==> config.mk <==
export PLATFORM = sky130hd
export DESIGN_NAME = vra_row_accum
export DESIGN_NICKNAME = d
export VERILOG_FILES = /design/src/rtl/vra_pkg.sv /design/src/rtl/vra_line_timing.sv /design/src/rtl/vra_row_mem.sv /design/src/rtl/vra_out_fifo.sv /design/src/rtl/vra_row_accum.sv
export SDC_FILE = /design/constraint.sdc
export NUM_CORES = 1
export LEC_CHECK = 0
export BUFFER_PORTS_ARGS = -buffer_cell sky130_fd_sc_hd__buf_4
export CELL_PAD_IN_SITES_DETAIL_PLACEMENT = 0
export CELL_PAD_IN_SITES_GLOBAL_PLACEMENT = 1
export CORE_MARGIN = 4
export CORE_UTILIZATION = 50
export DETAILED_ROUTE_END_ITERATION = 10
export PLACE_DENSITY_LB_ADDON = 0.1
export SLEW_MARGIN = 20
export SYNTH_ARGS = -nofsm -noshare
export SYNTH_HDL_FRONTEND = slang
export SYNTH_SLANG_ARGS = --single-unit
==> constraint.sdc <==
create_clock -name clk -period 7.42 [get_ports clk]
set_input_delay 1.484 -clock clk [delete_from_list [all_inputs] [get_ports clk]]
set_output_delay 1.484 -clock clk [all_outputs]
set_load 0.01 [all_outputs]
==> src/rtl/vra_pkg.sv <==
package vra_pkg;

  typedef enum logic [1:0] {
    ST_IDLE  = 2'd0,
    ST_ARMED = 2'd1,
    ST_RUN   = 2'd2
  } vra_state_e;

endpackage

==> src/rtl/vra_line_timing.sv <==
module vra_line_timing
  import vra_pkg::*;
#(
  parameter int ACTIVE_LINES = 240,
  parameter int LPE_W        = 8
) (
  input  logic             clk,
  input  logic             rst,
  input  logic             start_cmd,
  input  logic             stop_cmd,
  input  logic [LPE_W-1:0] lpe_cfg,
  input  logic             hblank,
  input  logic             vblank,
  output logic             line_break,
  output logic             line_accept,
  output logic             row_first,
  output logic             row_last
);

  localparam int                LN_W   = $clog2(ACTIVE_LINES + 2);
  localparam logic [LN_W-1:0]   LN_MAX = LN_W'(ACTIVE_LINES);
  localparam logic [LPE_W-1:0]  LPE_ONE = LPE_W'(1);

  vra_state_e        state_q;
  logic              field_on_q;
  logic [LPE_W-1:0]  lpe_q;
  logic [LN_W-1:0]   line_no_q;
  logic [LPE_W-1:0]  sub_q;
  logic              hb_q;
  logic              vb_q;

  logic hb_rise;
  logic hb_count;
  logic vb_fall;
  logic in_window;

  assign hb_rise   = hblank & ~hb_q;
  assign hb_count  = hb_rise & ~vblank;
  assign vb_fall   = vb_q & ~vblank;
  assign in_window = (line_no_q != '0) && (line_no_q <= LN_MAX);

  // Control state and field parity
  always_ff @(posedge clk) begin
    if (rst) begin
      state_q    <= ST_IDLE;
      field_on_q <= 1'b0;
      lpe_q      <= LPE_ONE;
      hb_q       <= 1'b0;
      vb_q       <= 1'b0;
    end else begin
      hb_q <= hblank;
      vb_q <= vblank;
      if (stop_cmd) begin
        state_q    <= ST_IDLE;
        field_on_q <= 1'b0;
      end else if (start_cmd && state_q == ST_IDLE) begin
        state_q <= ST_ARMED;
        lpe_q   <= (lpe_cfg == '0) ? LPE_ONE : lpe_cfg;
      end else if (state_q == ST_ARMED && vb_fall) begin
        state_q    <= ST_RUN;
        field_on_q <= 1'b1;
      end else if (state_q == ST_RUN && vb_fall) begin
        field_on_q <= ~field_on_q;
      end
    end
  end

  // Line position within the field and within the element row
  always_ff @(posedge clk) begin
    if (rst) begin
      line_no_q <= '0;
      sub_q     <= '0;
    end else if (vb_fall) begin
      line_no_q <= '0;
      sub_q     <= '0;
    end else if (hb_count) begin
      if (in_window) begin
        sub_q <= row_last ? '0 : sub_q + LPE_ONE;
      end
      if (line_no_q <= LN_MAX) begin
        line_no_q <= line_no_q + LN_W'(1);
      end
    end
  end

  assign line_break  = hb_rise;
  assign line_accept = (state_q == ST_RUN) && field_on_q && !vblank && in_window;
  assign row_first   = (sub_q == '0);
  assign row_last    = (sub_q == lpe_q - LPE_ONE);

  AST_FROZEN_IN_VBLANK: assert property (@(posedge clk) disable iff (rst)
    vblank |=> $stable(line_no_q));

  AST_ONCE_PER_BLANK: assert property (@(posedge clk) disable iff (rst)
    (hblank && hb_q && !vb_fall) |=> ($stable(line_no_q) && $stable(sub_q)));

endmodule

==> src/rtl/vra_row_mem.sv <==
module vra_row_mem #(
  parameter int DEPTH = 8,
  parameter int W     = 16
) (
  input  logic                     clk,
  input  logic                     we,
  input  logic [$clog2(DEPTH)-1:0] waddr,
  input  logic [W-1:0]             wdata,
  input  logic                     re,
  input  logic [$clog2(DEPTH)-1:0] raddr,
  output logic [W-1:0]             rdata
);

  logic [W-1:0] mem [DEPTH];

  always_ff @(posedge clk) begin
    if (we) begin
      mem[waddr] <= wdata;
    end
    if (re) begin
      rdata <= mem[raddr];
    end
  end

endmodule

==> src/rtl/vra_out_fifo.sv <==
module vra_out_fifo #(
  parameter int DEPTH = 8,
  parameter int W     = 16
) (
  input  logic         clk,
  input  logic         rst,
  input  logic         push,
  input  logic [W-1:0] push_data,
  output logic         out_valid,
  output logic [W-1:0] out_data,
  input  logic         out_ready
);

  localparam int               PW      = $clog2(DEPTH);
  localparam int               CW      = $clog2(DEPTH + 1);
  localparam logic [PW-1:0]    PTR_END = PW'(DEPTH - 1);
  localparam logic [CW-1:0]    CNT_MAX = CW'(DEPTH);

  logic [W-1:0]  store [DEPTH];
  logic [PW-1:0] wr_ptr_q;
  logic [PW-1:0] rd_ptr_q;
  logic [CW-1:0] count_q;
  logic          pop;
  logic          full;

  assign pop       = out_valid && out_ready;
  assign full      = (count_q == CNT_MAX);
  assign out_valid = (count_q != '0);
  assign out_data  = store[rd_ptr_q];

  always_ff @(posedge clk) begin
    if (push) begin
      store[wr_ptr_q] <= push_data;
    end
  end

  always_ff @(posedge clk) begin
    if (rst) begin
      wr_ptr_q <= '0;
      rd_ptr_q <= '0;
      count_q  <= '0;
    end else begin
      if (push) begin
        wr_ptr_q <= (wr_ptr_q == PTR_END) ? '0 : wr_ptr_q + PW'(1);
      end
      if (pop) begin
        rd_ptr_q <= (rd_ptr_q == PTR_END) ? '0 : rd_ptr_q + PW'(1);
      end
      case ({push, pop})
        2'b10:   count_q <= count_q + CW'(1);
        2'b01:   count_q <= count_q - CW'(1);
        default: count_q <= count_q;
      endcase
    end
  end

  AST_NO_OVERFLOW: assert property (@(posedge clk) disable iff (rst)
    push |-> (!full || pop));

  AST_HOLD_OUTPUT: assert property (@(posedge clk) disable iff (rst)
    (out_valid && !out_ready) |=> (out_valid && $stable(out_data)));

endmodule

==> src/rtl/vra_row_accum.sv <==
module vra_row_accum #(
  parameter int WORD_W       = 16,
  parameter int ROW_WORDS    = 8,
  parameter int ACTIVE_LINES = 240,
  parameter int LPE_W        = 8
) (
  input  logic              clk,
  input  logic              rst,
  input  logic              start_cmd,
  input  logic              stop_cmd,
  input  logic [LPE_W-1:0]  lines_per_elem,
  input  logic              hblank,
  input  logic              vblank,
  input  logic              in_valid,
  input  logic [WORD_W-1:0] in_word,
  output logic              out_valid,
  output logic [WORD_W-1:0] out_word,
  input  logic              out_ready
);

  localparam int                ADDR_W    = $clog2(ROW_WORDS);
  localparam int                IDX_W     = $clog2(ROW_WORDS + 1);
  localparam logic [IDX_W-1:0]  IDX_LIMIT = IDX_W'(ROW_WORDS);

  logic              line_break;
  logic              line_accept;
  logic              row_first;
  logic              row_last;

  logic [IDX_W-1:0]  widx_q;
  logic              take;

  logic              s1_valid_q;
  logic [ADDR_W-1:0] s1_addr_q;
  logic [WORD_W-1:0] s1_word_q;
  logic              s1_first_q;
  logic              s1_last_q;

  logic [WORD_W-1:0] rd_word;
  logic [WORD_W-1:0] merged;
  logic              push;

  vra_line_timing #(
    .ACTIVE_LINES (ACTIVE_LINES),
    .LPE_W        (LPE_W)
  ) u_timing (
    .clk         (clk),
    .rst         (rst),
    .start_cmd   (start_cmd),
    .stop_cmd    (stop_cmd),
    .lpe_cfg     (lines_per_elem),
    .hblank      (hblank),
    .vblank      (vblank),
    .line_break  (line_break),
    .line_accept (line_accept),
    .row_first   (row_first),
    .row_last    (row_last)
  );

  // Word position inside the current scan line
  always_ff @(posedge clk) begin
    if (rst || vblank || line_break) begin
      widx_q <= '0;
    end else if (in_valid && widx_q != IDX_LIMIT) begin
      widx_q <= widx_q + IDX_W'(1);
    end
  end

  assign take = in_valid && line_accept && (widx_q < IDX_LIMIT);

  // Stage 1: the stored partial word arrives from memory
  always_ff @(posedge clk) begin
    if (rst) begin
      s1_valid_q <= 1'b0;
      s1_addr_q  <= '0;
      s1_word_q  <= '0;
      s1_first_q <= 1'b0;
      s1_last_q  <= 1'b0;
    end else begin
      s1_valid_q <= take;
      s1_addr_q  <= widx_q[ADDR_W-1:0];
      s1_word_q  <= in_word;
      s1_first_q <= row_first;
      s1_last_q  <= row_last;
    end
  end

  vra_row_mem #(
    .DEPTH (ROW_WORDS),
    .W     (WORD_W)
  ) u_row_mem (
    .clk   (clk),
    .we    (s1_valid_q),
    .waddr (s1_addr_q),
    .wdata (merged),
    .re    (take),
    .raddr (widx_q[ADDR_W-1:0]),
    .rdata (rd_word)
  );

  assign merged = s1_first_q ? s1_word_q : (s1_word_q | rd_word);
  assign push   = s1_valid_q && s1_last_q;

  vra_out_fifo #(
    .DEPTH (ROW_WORDS),
    .W     (WORD_W)
  ) u_out_fifo (
    .clk       (clk),
    .rst       (rst),
    .push      (push),
    .push_data (merged),
    .out_valid (out_valid),
    .out_data  (out_word),
    .out_ready (out_ready)
  );

  AST_IDLE_AFTER_RESET: assert property (@(posedge clk)
    $past(rst) |-> !out_valid);

  AST_NO_TAKE_IN_VBLANK: assert property (@(posedge clk) disable iff (rst)
    vblank |=> !s1_valid_q);

endmodule

==> flow_metrics.tcl <==
set metrics [dict create \
    die_h_um 171 \
    cap_viol_max_count 0 \
    die_w_um 171 \
    syn_nets 799 \
    io_buffer_count 48 \
    power_leakage_nw 4.99 \
    io_pins 49 \
    drtPass1Iterations 4 \
    post_synth_instance_area_um2 13200 \
    drive_gt1_share_pct 26.9 \
    ant_nets 0 \
    antenna_found_initial 0 \
    rsz0062_at_grt "no" \
    drt-wirelength-per-cell_um 21.2 \
    power.total_mw 3.95 \
    status "completed" \
    dpl.hpwl_um 15000 \
    dieArea_um2 29100 \
    dp.cells 1114 \
    maxSlewHeadroom_pct 26.9 \
    place_congestion 0.752 \
    synth.area.top_cells "edfxtp_1, mux4_2, dfxtp_1" \
    finalMaxSlewViolations 0 \
    yosysTopAreaCell "edfxtp_1" \
    fp.coreArea_um2 26100 \
    finClkSkew_ns 0.0182 \
    finalCriticalPeriod_ns 3.80 \
    grt_overflow 0 \
    cts_root_buffer "clkbuf_16" \
    avgSynthCellArea_um2 17.6 \
    hp-class "flip-flop to flip-flop" \
    grt_use_total_pct 17.9 \
    fin_ws_ns 3.62 \
    ctsHoldBuffers 0 \
    multiInputGateArea_um2 3610 \
    area_growth_pct 15.1 \
    fin_area_um2 15200 \
    ys_seq_area_share_pct 72.1 \
    cts_tree "done" \
    period_share_pct 51.2 \
    synth-edff-count 272 \
    start_util_pct 50.7 \
    synth_top_area_share_pct 61.8 \
    clkSinkCount 340 \
    end_kind "output port" \
    wirelength_um 25000 \
    vdd_ir_drop_max_uv 173 \
    placed_area_um2 14000 \
    cts_max_level 2 \
    drt_iter0_markers 382 \
    diodes 0 \
    p_per_area_nw_per_um2 259 \
    nNetsFinal 864 \
    instances_no_fill 1180 \
    synth.most_common_cell "edfxtp_1" \
    required_ns 5.94 \
    fin_tns_setup_ns 0 \
    numCtsBuffers 36 \
    seq_area_um2 9530 \
    ys.warnings.count 0 \
    setup_viol 0 \
    viasPerCell 5.54 \
    dp_slack_ns 3.71 \
    cts.path.max_buffers 3 \
    grt_max_degree 49 \
    postCtsResizedCells 0 \
    grt_pass1_wl_um 39800 \
    clk-insertion-delay-late_ns 0.52 \
    worst_pin_slew_ns 1.09 \
    grt_pass1_vias 7098 \
    synth_common_cells "edfxtp_1, dfxtp_1, mux4_2" \
    fillers 1994 \
    drc_errors 0 \
    clk_pin_slew_ns 0.06 \
    critPathLaunchType "flip-flop" \
    crit_type "flip-flop to output port" \
    finalHoldViolCount 0 \
    ys_types 50 \
    synthFlopType "edfxtp_1" \
    synth_seq_cells 340 \
    via_count 6539 \
    timing.fmax_mhz 263 \
    core.rowCount 59 \
    synthArstFlopShare_pct 0 \
    arrival_ns 2.32 \
    synthCells 752 \
    cts_setup_buffers 0 \
    critPathMaxFanout 32 \
]
cell families (layout without fill, tap and decap cells):
group                    count (synthesis)  in the layout  share of synthesized area [%]
AO/OA/AOI/OAI                           58             58                           2.83
adder cells (fa/ha/maj)                 15             15                           1.48
flip-flops                             340            340                           72.1
XOR/XNOR                                25             25                           1.66
multiplexers                            99             99                           13.9
AND/OR/NAND/NOR                        169            169                           6.69
buffers and inverters                   46            139                           1.39
area by class of cell:
cell class | count | share of cell area, %
repair buffers | 57 | 2.81
flip-flops and latches | 340 | 62.6
clock inverters | 16 | 1.21
clock buffers | 50 | 6.47
well taps | 335 | 2.75
multi-input cells | 366 | 23.7
inverters | 16 | 0.395
critical path: stages, from the launching register on:
cell,delay [ns]
dfxtp_4,0.76
mux4_2,0.57
mux2_2,0.31
buf_4,0.15
state kept, by name (all words and copies together), names as in the netlist, 2 cells and up, named ones only:
register and count:
u_out_fifo.store 128, u_row_mem.mem 128, s1_word_q 16, u_row_mem.rdata 16, u_timing.line_no_q 8, u_timing.lpe_q 8
u_timing.sub_q 8, u_out_fifo.count_q 4, widx_q 4, s1_addr_q 3, u_out_fifo.rd_ptr_q 3, u_out_fifo.wr_ptr_q 3
u_timing.state_q 2
worst paths after layout:
check | slack [ns] | from | to | cells past startpoint
worst max-delay path | 3.62 | flip-flop | out_word[11] | 3
worst max register to register | 4.71 | u_out_fifo.count_q[0]$_SDFFE_PP0P_ | u_out_fifo.count_q[3]$_SDFFE_PP0P_ | 10
worst min register to register | 0.48 | u_timing.lpe_q[7]$_SDFFE_PP0P_ | u_timing.lpe_q[7]$_SDFFE_PP0P_ | 2
worst min-delay path | 0.48 | u_timing.lpe_q[7]$_SDFFE_PP0P_ | u_timing.lpe_q[7]$_SDFFE_PP0P_ | 2
metrics by stage:
stage / utilization [%] / hold slack [ns]
floorplan: - / 0.449
global placement: 53.9 / 0.463
detailed placement: 53.9 / 0.482
CTS: 58.3 / 0.490
global route: 58.4 / 0.514
finish: 58.4 / 0.484
layout by cell type, fill, tap and decap left out, types with 4 or more instances in the layout:
cell / n
mux4_2: 64
a21o_1: 18
nand2_1: 32
buf_4: 57
dfxtp_1: 66
a21oi_1: 25
nor3_1: 8
xor2_1: 10
nand2b_1: 7
inv_1: 15
nor2b_1: 21
clkbuf_16: 37
or4_1: 4
nand3_1: 13
ha_1: 14
mux2_2: 33
xnor2_1: 15
clkbuf_1: 12
nor2_1: 41
bufinv_16: 4
clkinv_2: 7
and3_1: 4
nor3_4: 6
nor3b_1: 4
edfxtp_1: 272
nor2_4: 4
where the power goes:
| part | switching, mW | internal, mW | total [mW] |
|---|---|---|---|
| clock | 0.693 | 1.07 | 1.76 |
| combinational | 0.0616 | 0.0420 | 0.104 |
| sequential | 0.00764 | 2.07 | 2.08 |
routing by layer:
metal | up-vias | wire length (um) | global-route usage, %
li1 | 3048 | - | -
met1 | 3324 | 10600 | 23.9
met2 | 131 | 12900 | 31.0
met3 | 36 | 1150 | 3.07
met4 | 0 | 429 | 4.38
met5 | - | 0 | 0
(Power assumes the default switching activity.)
